==> config.mk <==
export PLATFORM = sky130hd
export DESIGN_NAME = ocu_channel
export DESIGN_NICKNAME = d
export VERILOG_FILES = /design/src/rtl/ocu_pkg.sv /design/src/rtl/ocu_cmp_reg.sv /design/src/rtl/ocu_match.sv /design/src/rtl/ocu_wavegen.sv /design/src/rtl/ocu_channel.sv
export SDC_FILE = /design/constraint.sdc
export NUM_CORES = 1
export LEC_CHECK = 0
export ABC_AREA = 1
export BUFFER_PORTS_ARGS = -buffer_cell sky130_fd_sc_hd__buf_2
export CAP_MARGIN = 20
export CORE_UTILIZATION = 37
export CTS_BUF_LIST = sky130_fd_sc_hd__clkbuf_2
export CTS_CLUSTER_DIAMETER = 150
export DETAILED_ROUTE_END_ITERATION = 16
export PLACE_DENSITY = 0.69
export SLEW_MARGIN = 20
export SYNTH_ARGS = -nofsm -noshare
export SYNTH_HDL_FRONTEND = slang
export SYNTH_HIERARCHICAL = 1
export SYNTH_SLANG_ARGS = --single-unit
export TNS_END_PERCENT = 20
==> constraint.sdc <==
create_clock -name clk -period 4 [get_ports clk]
set_clock_uncertainty 0.15 [all_clocks]
set_input_delay 0.8 -clock clk [delete_from_list [all_inputs] [get_ports clk]]
set_output_delay 0.8 -clock clk [all_outputs]
set_load 0.03 [all_outputs]
==> src/rtl/ocu_pkg.sv <==
package ocu_pkg;

    typedef enum logic [1:0] {
        WM_FREE   = 2'd0,
        WM_CLRCMP = 2'd1,
        WM_PWM    = 2'd2,
        WM_PWM2   = 2'd3
    } wave_mode_e;

    typedef enum logic [1:0] {
        OM_OFF    = 2'd0,
        OM_TOGGLE = 2'd1,
        OM_LOW    = 2'd2,
        OM_HIGH   = 2'd3
    } out_mode_e;

    // Events seen by the waveform generator in one cycle
    typedef struct packed {
        logic hit;     // real, unblocked compare match
        logic forced;  // forced match (non-PWM only)
        logic bottom;  // tick at BOTTOM
    } wave_evt_t;

    function automatic logic mode_is_pwm(input wave_mode_e m);
        return m[1];
    endfunction

    // Next value of the waveform bit
    function automatic logic wave_next(input logic cur, input logic pwm,
                                       input out_mode_e om, input wave_evt_t ev);
        logic nxt;
        nxt = cur;
        if (!pwm) begin
            if (ev.hit || ev.forced) begin
                unique case (om)
                    OM_TOGGLE: nxt = ~cur;
                    OM_LOW:    nxt = 1'b0;
                    OM_HIGH:   nxt = 1'b1;
                    default:   nxt = cur;
                endcase
            end
        end else begin
            if (ev.hit) begin
                if (om == OM_LOW)       nxt = 1'b0;
                else if (om == OM_HIGH) nxt = 1'b1;
            end else if (ev.bottom) begin
                if (om == OM_LOW)       nxt = 1'b1;
                else if (om == OM_HIGH) nxt = 1'b0;
            end
        end
        return nxt;
    endfunction

endpackage

==> src/rtl/ocu_cmp_reg.sv <==
module ocu_cmp_reg #(
    parameter int W = 16
) (
    input  logic         clk,
    input  logic         rst,
    input  logic         pwm,
    input  logic         wr,
    input  logic [W-1:0] wdata,
    input  logic         tick,
    input  logic         load_pt,
    output logic [W-1:0] active
);
    logic [W-1:0] shadow;

    always_ff @(posedge clk) begin
        if (rst) begin
            shadow <= '0;
            active <= '0;
        end else begin
            if (wr) shadow <= wdata;
            if (!pwm && wr)
                active <= wdata;
            else if (pwm && tick && load_pt)
                active <= shadow;
        end
    end
endmodule

==> src/rtl/ocu_match.sv <==
module ocu_match #(
    parameter int W = 16
) (
    input  logic         clk,
    input  logic         rst,
    input  logic [W-1:0] cnt_val,
    input  logic [W-1:0] cmp_val,
    input  logic         tick,
    input  logic         cnt_written,
    input  logic         flag_clr,
    input  logic         irq_ack,
    output logic         hit,
    output logic         armed,
    output logic         flag
);
    logic equal;
    logic blocked;

    assign equal   = (cnt_val == cmp_val);
    assign blocked = armed | cnt_written;
    assign hit     = tick & equal & ~blocked;

    always_ff @(posedge clk) begin
        if (rst) begin
            armed <= 1'b0;
            flag  <= 1'b0;
        end else begin
            if (cnt_written)
                armed <= 1'b1;
            else if (tick)
                armed <= 1'b0;

            if (hit)
                flag <= 1'b1;
            else if (flag_clr || irq_ack)
                flag <= 1'b0;
        end
    end
endmodule

==> src/rtl/ocu_wavegen.sv <==
module ocu_wavegen
    import ocu_pkg::*;
(
    input  logic      clk,
    input  logic      rst,
    input  logic      pwm,
    input  out_mode_e om,
    input  logic      hit,
    input  logic      force_strobe,
    input  logic      tick,
    input  logic      at_bottom,
    input  logic      pin_dir_out,
    input  logic      port_val,
    output logic      wave_bit,
    output logic      pin_out
);
    wave_evt_t ev;

    always_comb begin
        ev.hit    = hit;
        ev.forced = force_strobe & ~pwm;
        ev.bottom = tick & at_bottom;
    end

    always_ff @(posedge clk) begin
        if (rst) wave_bit <= 1'b0;
        else     wave_bit <= wave_next(wave_bit, pwm, om, ev);
    end

    assign pin_out = ((om != OM_OFF) && pin_dir_out) ? wave_bit : port_val;
endmodule

==> src/rtl/ocu_channel.sv <==
module ocu_channel
    import ocu_pkg::*;
#(
    parameter int W           = 16,
    parameter bit LOAD_AT_TOP = 1'b1
) (
    input  logic         clk,
    input  logic         rst,
    input  logic         tick,
    input  logic [W-1:0] cnt_val,
    input  logic         at_top,
    input  logic         at_bottom,
    input  logic [1:0]   wave_mode,
    input  logic [1:0]   out_mode,
    input  logic         cmp_wr,
    input  logic [W-1:0] cmp_wdata,
    input  logic         force_strobe,
    input  logic         cnt_written,
    input  logic         pin_dir_out,
    input  logic         port_val,
    input  logic         irq_en,
    input  logic         flag_clr,
    input  logic         irq_ack,
    output logic         match_flag,
    output logic         irq,
    output logic         pin_out
);
    wave_mode_e   wm;
    out_mode_e    om;
    logic         pwm;
    logic         load_pt;
    logic [W-1:0] cmp_active;
    logic         hit;
    logic         blk_armed;
    logic         ocx;

    assign wm  = wave_mode_e'(wave_mode);
    assign om  = out_mode_e'(out_mode);
    assign pwm = mode_is_pwm(wm);

    generate
        if (LOAD_AT_TOP) begin : g_load_top
            assign load_pt = at_top;
        end else begin : g_load_bottom
            assign load_pt = at_bottom;
        end
    endgenerate

    ocu_cmp_reg #(.W(W)) u_cmp (
        .clk(clk), .rst(rst), .pwm(pwm), .wr(cmp_wr), .wdata(cmp_wdata),
        .tick(tick), .load_pt(load_pt), .active(cmp_active)
    );

    ocu_match #(.W(W)) u_match (
        .clk(clk), .rst(rst), .cnt_val(cnt_val), .cmp_val(cmp_active),
        .tick(tick), .cnt_written(cnt_written), .flag_clr(flag_clr),
        .irq_ack(irq_ack), .hit(hit), .armed(blk_armed), .flag(match_flag)
    );

    ocu_wavegen u_wave (
        .clk(clk), .rst(rst), .pwm(pwm), .om(om), .hit(hit),
        .force_strobe(force_strobe), .tick(tick), .at_bottom(at_bottom),
        .pin_dir_out(pin_dir_out), .port_val(port_val),
        .wave_bit(ocx), .pin_out(pin_out)
    );

    assign irq = match_flag & irq_en;
endmodule

==> impl_metrics.prom, run 1 <==
# TYPE chip_impl_metric gauge
chip_impl_metric{name="grt_antenna_before_repair",unit=""} 0
chip_impl_metric{name="die_area",unit="mm^2"} 0.00591
chip_impl_metric{name="place_hpwl",unit="mm"} 3.34
chip_impl_metric{name="core.rowCount",unit=""} 26
chip_impl_info{name="postSynth.topFlopCell",value="sky130_fd_sc_hd__dfxtp_1"} 1
chip_impl_metric{name="die-width",unit="um"} 76.9
chip_impl_metric{name="pwr-share-seq",unit="%"} 49.7
chip_impl_metric{name="cts.reportedPaths.clkPinSlew",unit="ns"} 0.19
chip_impl_metric{name="max_freq",unit="MHz"} 415
chip_impl_metric{name="setup_tns",unit="ns"} 0
chip_impl_metric{name="post_synth_num_cell_types",unit=""} 22
chip_impl_metric{name="min_period_over_period",unit="%"} 60.3
chip_impl_metric{name="grt_first_pass_wirelength",unit="mm"} 8.20
chip_impl_metric{name="postSynthNetCount",unit=""} 403
chip_impl_metric{name="synthCells",unit=""} 354
chip_impl_metric{name="clock_tree.htree_level_count",unit=""} 2
chip_impl_info{name="yosys-top-cells-area",value="sky130_fd_sc_hd__dfxtp_1, sky130_fd_sc_hd__nand2_1, sky130_fd_sc_hd__nor2_1, sky130_fd_sc_hd__nand3_1, sky130_fd_sc_hd__inv_1"} 1
chip_impl_metric{name="grt-ovfl-total",unit=""} 0
chip_impl_metric{name="remaining_max_slew_budget_at_the_tightest_pin",unit="%"} 37.7
chip_impl_metric{name="grt_pass1_vias",unit=""} 1917
chip_impl_info{name="crit_path_end_kind",value="output port"} 1
chip_impl_metric{name="report.final.hold_viol_count",unit=""} 0
chip_impl_metric{name="grt_util_all_layers",unit="%"} 17.1
chip_impl_metric{name="netSwitchingFraction",unit="%"} 30.3
chip_impl_info{name="worst_path_max_delay_cell",value="sky130_fd_sc_hd__buf_2"} 1
chip_impl_info{name="cp_cell_sequence",value="buf_2 -> o21ai_0 -> nand2_1 -> o21ai_0 -> buf_2"} 1
chip_impl_metric{name="placed_cells_incl_taps",unit=""} 460
chip_impl_info{name="clock_tree.root_cell",value="sky130_fd_sc_hd__clkbuf_2"} 1
chip_impl_metric{name="max_stage_delay",unit="ns"} 0.21
chip_impl_metric{name="postLayoutSetupSlackWorst",unit="ns"} 1.59
chip_impl_metric{name="tritoncts.num_buffers",unit=""} 5
chip_impl_metric{name="cts_max_path_buffers",unit=""} 2
chip_impl_info{name="hp-class",value="flop to flop"} 1
chip_impl_metric{name="p_total",unit="mW"} 0.784
chip_impl_metric{name="post_place_setup_slack",unit="ns"} 1.58
chip_impl_metric{name="async_set_reset_flop_share_out_of_synthesis",unit="%"} 0
chip_impl_metric{name="share_of_synthesized_area_occupied_by_flip_flops_and_latches",unit="%"} 33.8
chip_impl_metric{name="p_leak",unit="nW"} 1.31
chip_impl_metric{name="share_clk_of_total_power",unit="%"} 28.8
chip_impl_metric{name="initial_core_util",unit="%"} 39.4
chip_impl_metric{name="globalplace.congestion",unit=""} 0.864
chip_impl_metric{name="drt_wl_total",unit="mm"} 4.66
chip_impl_metric{name="layoutNonFillerInstCount",unit=""} 468
chip_impl_metric{name="worst_ir_drop_on_vdd",unit="mV"} 0.122
chip_impl_metric{name="first_iter_violations",unit=""} 64
chip_impl_metric{name="syn-mean-instance-area",unit="um^2"} 5.86
chip_impl_info{name="critical_path.startpoint_type",value="input port"} 1
chip_impl_metric{name="nNetsFinal",unit=""} 446
chip_impl_metric{name="numPortBuffers",unit=""} 50
chip_impl_metric{name="rr_worst_depth",unit=""} 11
chip_impl_metric{name="cts.sink_count",unit=""} 35
chip_impl_metric{name="report.final.slew_viol_count",unit=""} 0
chip_impl_metric{name="path_max_fanout",unit=""} 3
chip_impl_info{name="cts_tree",value="yes"} 1
chip_impl_metric{name="critPathArrivalTime",unit="ns"} 1.46
chip_impl_metric{name="fraction_of_layout_instances_using_a_drive_strength_above_1",unit="%"} 17.6
chip_impl_metric{name="skew_pair_late_insertion_delay",unit="ns"} 0.38
chip_impl_metric{name="slew_at_the_pin_with_the_worst_max_slew_slack",unit="ns"} 0.934
chip_impl_metric{name="wl_per_cell",unit="um"} 9.97
chip_impl_metric{name="critical_path_required",unit="ns"} 3.05
chip_impl_info{name="outcome",value="complete, no violations"} 1
chip_impl_metric{name="ant_diodes",unit=""} 0
chip_impl_metric{name="fp.dieH",unit="um"} 76.9
chip_impl_info{name="netlist.top_cell.by_area",value="sky130_fd_sc_hd__dfxtp_1"} 1
chip_impl_metric{name="route.antenna.remaining_nets",unit=""} 0
chip_impl_metric{name="synth.top_cell.area_share",unit="%"} 33.8
chip_impl_metric{name="synth-seq-cells",unit=""} 35
chip_impl_metric{name="setup_viols_final",unit=""} 0
chip_impl_metric{name="areaGrowthSynthToFinish",unit="%"} 15.7
chip_impl_metric{name="cts_resized",unit=""} 0
chip_impl_metric{name="via_count",unit=""} 2087
chip_impl_metric{name="drt_first_pass_iters",unit=""} 4
chip_impl_metric{name="netlist_area",unit="mm^2"} 0.00208
chip_impl_metric{name="drcViolationCount",unit=""} 0
chip_impl_metric{name="period_needed",unit="ns"} 2.41
chip_impl_metric{name="holdBufCountCts",unit=""} 0
chip_impl_metric{name="coreArea",unit="mm^2"} 0.00527
chip_impl_metric{name="pin_count_of_the_biggest_net_entering_global_routing",unit=""} 35
chip_impl_metric{name="timing.hold.worst_path_depth",unit=""} 2
chip_impl_metric{name="pwr_density_cell",unit="mW/mm^2"} 326
chip_impl_metric{name="post-cts-setup-buffer-count",unit=""} 0
chip_impl_metric{name="comb_power_share",unit="%"} 21.5
chip_impl_metric{name="synth_edf_count",unit=""} 0
chip_impl_metric{name="finish.utilization",unit="%"} 45.6
chip_impl_metric{name="p_int",unit="mW"} 0.546
chip_impl_info{name="timing.setup.critical_path_class",value="input port to output port"} 1
chip_impl_metric{name="io_pins",unit=""} 52
chip_impl_metric{name="cap_viol_max_count",unit=""} 0
chip_impl_metric{name="yosys_warns",unit=""} 6
chip_impl_metric{name="avgViaCountPerCell",unit=""} 4.46
chip_impl_info{name="rsz0062_at_grt",value="no"} 1
chip_impl_metric{name="netSwitchingPower",unit="mW"} 0.237
cells by family after synthesis:
kind of cell | count (synthesis) | synth area share [%]
simple gates | 232 | 46.8
buf+inv | 63 | 12.5
flops | 35 | 33.8
compound gates | 19 | 4.76
xor+xnor | 5 | 2.11
stage by stage:
stage / instance area [um^2] / hold slack (ns)
2_1_floorplan: 2080 / 0.313
3_3_place_gp: 2340 / 0.326
3_5_place_dp: 2340 / 0.334
4_1_cts: 2400 / 0.376
5_1_grt: 2400 / 0.407
6_report: 2400 / 0.372
power by group through the flow:
| stage | logic [mW] | registers, mW | clock network [mW] |
|---|---|---|---|
| after CTS | 0.169 | 0.390 | 0.235 |
| final | 0.168 | 0.390 | 0.226 |
| after global placement | 0.166 | 0.396 | 0 |
| after detailed placement | 0.169 | 0.397 | 0 |
| after global routing | 0.197 | 0.394 | 0.250 |
| after floorplan | 0.123 | 0.394 | 0 |
worst max-delay path: cells and delay by family:
kind | cells | cell delay (ns)
buf+inv | 2 | 0.32
compound gates | 2 | 0.27
simple gates | 1 | 0.07
sequential cells by signal (all words and copies together), names as in the netlist:
name	cells
u_cmp/active	16
u_cmp/shadow	16
u_match/armed	1
u_match/flag	1
u_wave/wave_bit	1
cell type report:
type / instances / area (um^2)
Clock buffer: 5 / 25.0
Clock inverter: 3 / 38.8
Fill cell: 585 / 2870
Inverter: 49 / 184
Multi-Input combinational cell: 256 / 1110
Sequential cell: 35 / 701
Tap cell: 70 / 87.6
Timing Repair Buffer: 50 / 250
cell usage after synthesis (2+ instances only):
cell,count
sky130_fd_sc_hd__clkbuf_1,4
sky130_fd_sc_hd__buf_2,7
sky130_fd_sc_hd__nand4_1,2
sky130_fd_sc_hd__buf_4,2
sky130_fd_sc_hd__nand3_1,39
sky130_fd_sc_hd__o21ai_0,18
sky130_fd_sc_hd__nor2_1,82
sky130_fd_sc_hd__inv_2,4
sky130_fd_sc_hd__dfxtp_1,35
sky130_fd_sc_hd__or2_2,2
sky130_fd_sc_hd__nand2_1,96
sky130_fd_sc_hd__xnor2_1,5
sky130_fd_sc_hd__nor2_2,2
sky130_fd_sc_hd__nand3_2,2
sky130_fd_sc_hd__inv_1,45
sky130_fd_sc_hd__nand3b_1,2
sky130_fd_sc_hd__nor3_1,2
placed cells by master, fill, tap and decap left out, drive strengths merged:
cell    count
clkinv      2
nand3b      2
inv        49
dfxtp      35
o21ai      18
a21oi       1
nand3      41
nor2       84
bufinv      1
clkbuf      5
nor3        2
or3b        1
nand2      97
buf        50
nand4       2
xnor2       5
and3        1
or2         2
path summary, 6_finish.rpt:
kind	end	slack, ns	start
setup / recovery	pin_out	1.59	out_mode[0]
hold / removal	u_cmp/shadow[11]$_SDFFE_PP0P_	0.37	u_cmp/shadow[11]$_SDFFE_PP0P_
setup reg to reg	u_wave/wave_bit$_SDFFE_PP0P_	2.33	u_cmp/active[5]$_SDFFE_PP0P_
hold reg to reg	u_cmp/shadow[11]$_SDFFE_PP0P_	0.37	u_cmp/shadow[11]$_SDFFE_PP0P_
per-layer routing:
layer	part of all wire (%)	vias to the layer above	track usage [%]
met5	0	-	0
met4	1.3	0	5.19
met3	5.8	6	3.81
met2	43	57	28.9
met1	50	860	21.5
li1	-	1164	-
Power figures use the tool's default switching activity.
==> run 2: changes to the inputs <==
==> constraint.sdc (replaced) <==
create_clock -name clk -period 2.5 [get_ports clk]
set_clock_uncertainty 0.15 [all_clocks]
set_input_delay 0.5 -clock clk [delete_from_list [all_inputs] [get_ports clk]]
set_output_delay 0.5 -clock clk [all_outputs]
set_load 0.03 [all_outputs]
==> run 2 against run 1 <==
Largest power group unchanged. Setup slack lost 0.94 ns. Via count is essentially flat. Final cell count grew 0.64%. Core utilization grew 0.43 points. Non-clock buffer count grew 3. Register-to-register slack lost 1.5 ns. Combinational power grew 64%. Sequential share of layout area shrank 0.27 points. Total power grew 61%.
==> impl_metrics.prom, run 2 (same netlist as run 1, synthesis figures left out) <==
# TYPE chip_impl_metric gauge
chip_impl_info{name="outcome",value="complete, no violations"} 1
chip_impl_metric{name="pin_count_of_the_biggest_net_entering_global_routing",unit=""} 34
chip_impl_metric{name="critical_path_buffer_and_inverter_count",unit=""} 2
chip_impl_info{name="worst_path_max_delay_cell",value="sky130_fd_sc_hd__o21ai_0"} 1
chip_impl_metric{name="max_stage_delay",unit="ns"} 0.23
chip_impl_info{name="layout_common_cells",value="sky130_fd_sc_hd__nand2_1, sky130_fd_sc_hd__nor2_1, sky130_fd_sc_hd__buf_2"} 1
chip_impl_metric{name="globalplace.congestion",unit=""} 0.859
chip_impl_metric{name="io_pins",unit=""} 52
chip_impl_metric{name="coreArea",unit="mm^2"} 0.00527
chip_impl_info{name="timing.setup.critical_path_class",value="input port to output port"} 1
chip_impl_metric{name="via_count",unit=""} 2086
chip_impl_metric{name="cts_max_path_buffers",unit=""} 2
chip_impl_metric{name="wl_per_cell",unit="um"} 9.98
chip_impl_info{name="cts_tree",value="yes"} 1
chip_impl_metric{name="p_leak",unit="nW"} 1.33
chip_impl_info{name="hp-class",value="input port to flop"} 1
chip_impl_info{name="crit_path_end_kind",value="output port"} 1
chip_impl_metric{name="regToRegSetupSlack",unit="ns"} 0.81
chip_impl_info{name="rsz0062_at_grt",value="no"} 1
chip_impl_metric{name="report.final.hold_viol_count",unit=""} 0
chip_impl_metric{name="numPortBuffers",unit=""} 50
chip_impl_info{name="cp-startpoint",value="out_mode[0]"} 1
chip_impl_metric{name="nNetsFinal",unit=""} 449
chip_impl_metric{name="ant_diodes",unit=""} 0
chip_impl_metric{name="tritoncts.num_buffers",unit=""} 5
chip_impl_metric{name="post_place_setup_slack",unit="ns"} 0.571
chip_impl_metric{name="path_max_fanout",unit=""} 3
chip_impl_metric{name="setup_viols_final",unit=""} 0
chip_impl_metric{name="fp.dieH",unit="um"} 76.9
chip_impl_metric{name="grt_antenna_before_repair",unit=""} 0
chip_impl_metric{name="rr_worst_depth",unit=""} 9
chip_impl_metric{name="grt_use_met2",unit="%"} 28.8
chip_impl_metric{name="min_period_over_period",unit="%"} 73.9
chip_impl_metric{name="postLayoutSetupSlackWorst",unit="ns"} 0.651
chip_impl_metric{name="cts_resized",unit=""} 0
chip_impl_info{name="final_common_cell",value="sky130_fd_sc_hd__nand2_1"} 1
chip_impl_metric{name="grt_pass1_vias",unit=""} 1962
chip_impl_metric{name="setup_tns",unit="ns"} 0
chip_impl_info{name="cp_cell_sequence",value="buf_2 -> o21ai_0 -> nand2_1 -> o21ai_0 -> buf_2"} 1
chip_impl_metric{name="initial_core_util",unit="%"} 39.4
chip_impl_metric{name="die-width",unit="um"} 76.9
chip_impl_metric{name="grt.met1_usage",unit="%"} 21.1
chip_impl_metric{name="worst_ir_drop_on_vdd",unit="mV"} 0.209
chip_impl_info{name="clock_tree.root_cell",value="sky130_fd_sc_hd__clkbuf_2"} 1
chip_impl_metric{name="avgViaCountPerCell",unit=""} 4.43
chip_impl_metric{name="grt_first_pass_wirelength",unit="mm"} 8.11
chip_impl_info{name="critical_path.startpoint_type",value="input port"} 1
chip_impl_info{name="hp-start",value="rst"} 1
chip_impl_metric{name="first_iter_violations",unit=""} 61
chip_impl_metric{name="worst-path-stages",unit=""} 5
chip_impl_info{name="r2r-start",value="u_cmp/active[3]$_SDFFE_PP0P_"} 1
chip_impl_metric{name="critPathArrivalTime",unit="ns"} 1.20
chip_impl_metric{name="core.rowCount",unit=""} 26
chip_impl_metric{name="remaining_max_slew_budget_at_the_tightest_pin",unit="%"} 74.9
chip_impl_metric{name="drt_wl_total",unit="mm"} 4.70
chip_impl_metric{name="grt_util_all_layers",unit="%"} 17.0
chip_impl_info{name="regToRegEndpoint",value="u_wave/wave_bit$_SDFFE_PP0P_"} 1
chip_impl_metric{name="post-cts-setup-buffer-count",unit=""} 0
chip_impl_metric{name="fillCellCount",unit=""} 591
chip_impl_info{name="crit_family",value="buffers and inverters"} 1
chip_impl_metric{name="pwr_density_cell",unit="mW/mm^2"} 519
chip_impl_metric{name="drt_first_pass_iters",unit=""} 4
chip_impl_info{name="global_routing_s_busiest_layer",value="met2"} 1
chip_impl_metric{name="holdBufCountCts",unit=""} 0
chip_impl_metric{name="place_hpwl",unit="mm"} 3.36
chip_impl_info{name="biggestRegsByFlops",value="u_cmp/active (16), u_cmp/shadow (16)"} 1
chip_impl_metric{name="route.antenna.remaining_nets",unit=""} 0
chip_impl_info{name="critPathCapture",value="pin_out"} 1
chip_impl_metric{name="areaGrowthSynthToFinish",unit="%"} 16.8
chip_impl_metric{name="report.final.slew_viol_count",unit=""} 0
chip_impl_metric{name="fraction_of_layout_instances_using_a_drive_strength_above_1",unit="%"} 18.2
chip_impl_metric{name="max_freq",unit="MHz"} 541
chip_impl_metric{name="grt.met3_usage",unit="%"} 3.57
chip_impl_metric{name="cap_viol_max_count",unit=""} 0
chip_impl_metric{name="slew_at_the_pin_with_the_worst_max_slew_slack",unit="ns"} 0.376
chip_impl_metric{name="cts.reportedPaths.clkPinSlew",unit="ns"} 0.21
chip_impl_metric{name="cts.sink_count",unit=""} 35
chip_impl_metric{name="die_area",unit="mm^2"} 0.00591
chip_impl_metric{name="drcViolationCount",unit=""} 0
chip_impl_metric{name="skew_pair_late_insertion_delay",unit="ns"} 0.38
chip_impl_metric{name="grt-ovfl-total",unit=""} 0
chip_impl_metric{name="clock_tree.htree_level_count",unit=""} 2
chip_impl_metric{name="critical_path_required",unit="ns"} 1.85
chip_impl_metric{name="period_needed",unit="ns"} 1.85
## run 2: changes by cell type in the layout (fill, tap and decap cells not counted), sizes merged
cell  before  now
buf       50   53
## run 2: worst min path at each step
| stage | slack, ns | depth (start not counted) | end |
|---|---|---|---|
| finish | 0.16 | 2 | u_match/armed$_SDFFE_PP0P_ |
| global route | 0.11 | 2 | u_match/flag$_SDFFE_PP0P_ |
| CTS | 0.13 | 2 | u_match/armed$_SDFFE_PP0P_ |
| detailed placement | 0.33 | 2 | u_cmp/shadow[1]$_SDFFE_PP0P_ |
| global placement | 0.33 | 2 | u_cmp/shadow[6]$_SDFFE_PP0P_ |
| floorplan | 0.31 | 2 | u_cmp/shadow[0]$_SDFFE_PP0P_ |
## run 2: final cells by class
| type | count | area, um^2 | area share [%] |
|---|---|---|---|
| well taps | 70 | 87.6 | 3.61 |
| clock inverters | 3 | 38.8 | 1.60 |
| repair buffers | 53 | 273 | 11.3 |
| inverters | 49 | 184 | 7.59 |
| clock buffers | 5 | 25.0 | 1.03 |
| flip-flops and latches | 35 | 701 | 28.9 |
| multi-input cells | 256 | 1110 | 46.0 |
## run 2: metal layers
metal	routed length, um	vias to the layer above
met3	162	7
met4	40	0
met1	2420	867
met2	2080	46
met5	0	-
li1	-	1166
## run 2: worst reg2reg max path, stage by stage (launching register included)
cell and delay [ns]:
sky130_fd_sc_hd__dfxtp_1 0.36, sky130_fd_sc_hd__xnor2_1 0.29, sky130_fd_sc_hd__and3_1 0.21, sky130_fd_sc_hd__nand4_1 0.08, sky130_fd_sc_hd__nor2_1 0.16, sky130_fd_sc_hd__inv_1 0.06, sky130_fd_sc_hd__nand3_1 0.09, sky130_fd_sc_hd__nand3_2 0.08
sky130_fd_sc_hd__nor2_1 0.10, sky130_fd_sc_hd__nor2_1 0.05
## run 2: power by group
group | internal [mW] | switching [mW]
Combinational | 0.112 | 0.162
Clock | 0.165 | 0.196
Sequential | 0.600 | 0.0232
## run 2: metrics by stage
step           cells  hold WS (ns)  utilization, %  power, mW  cell area, um^2
6_report         471         0.162            46.0       1.26             2420
5_1_grt          471         0.106            46.0       1.36             2420
4_1_cts          471         0.133            46.0       1.27             2420
3_5_place_dp     463         0.334            44.8      0.910             2360
3_3_place_gp     463         0.325            44.8      0.903             2360
2_1_floorplan    354         0.313               -      0.827             2080
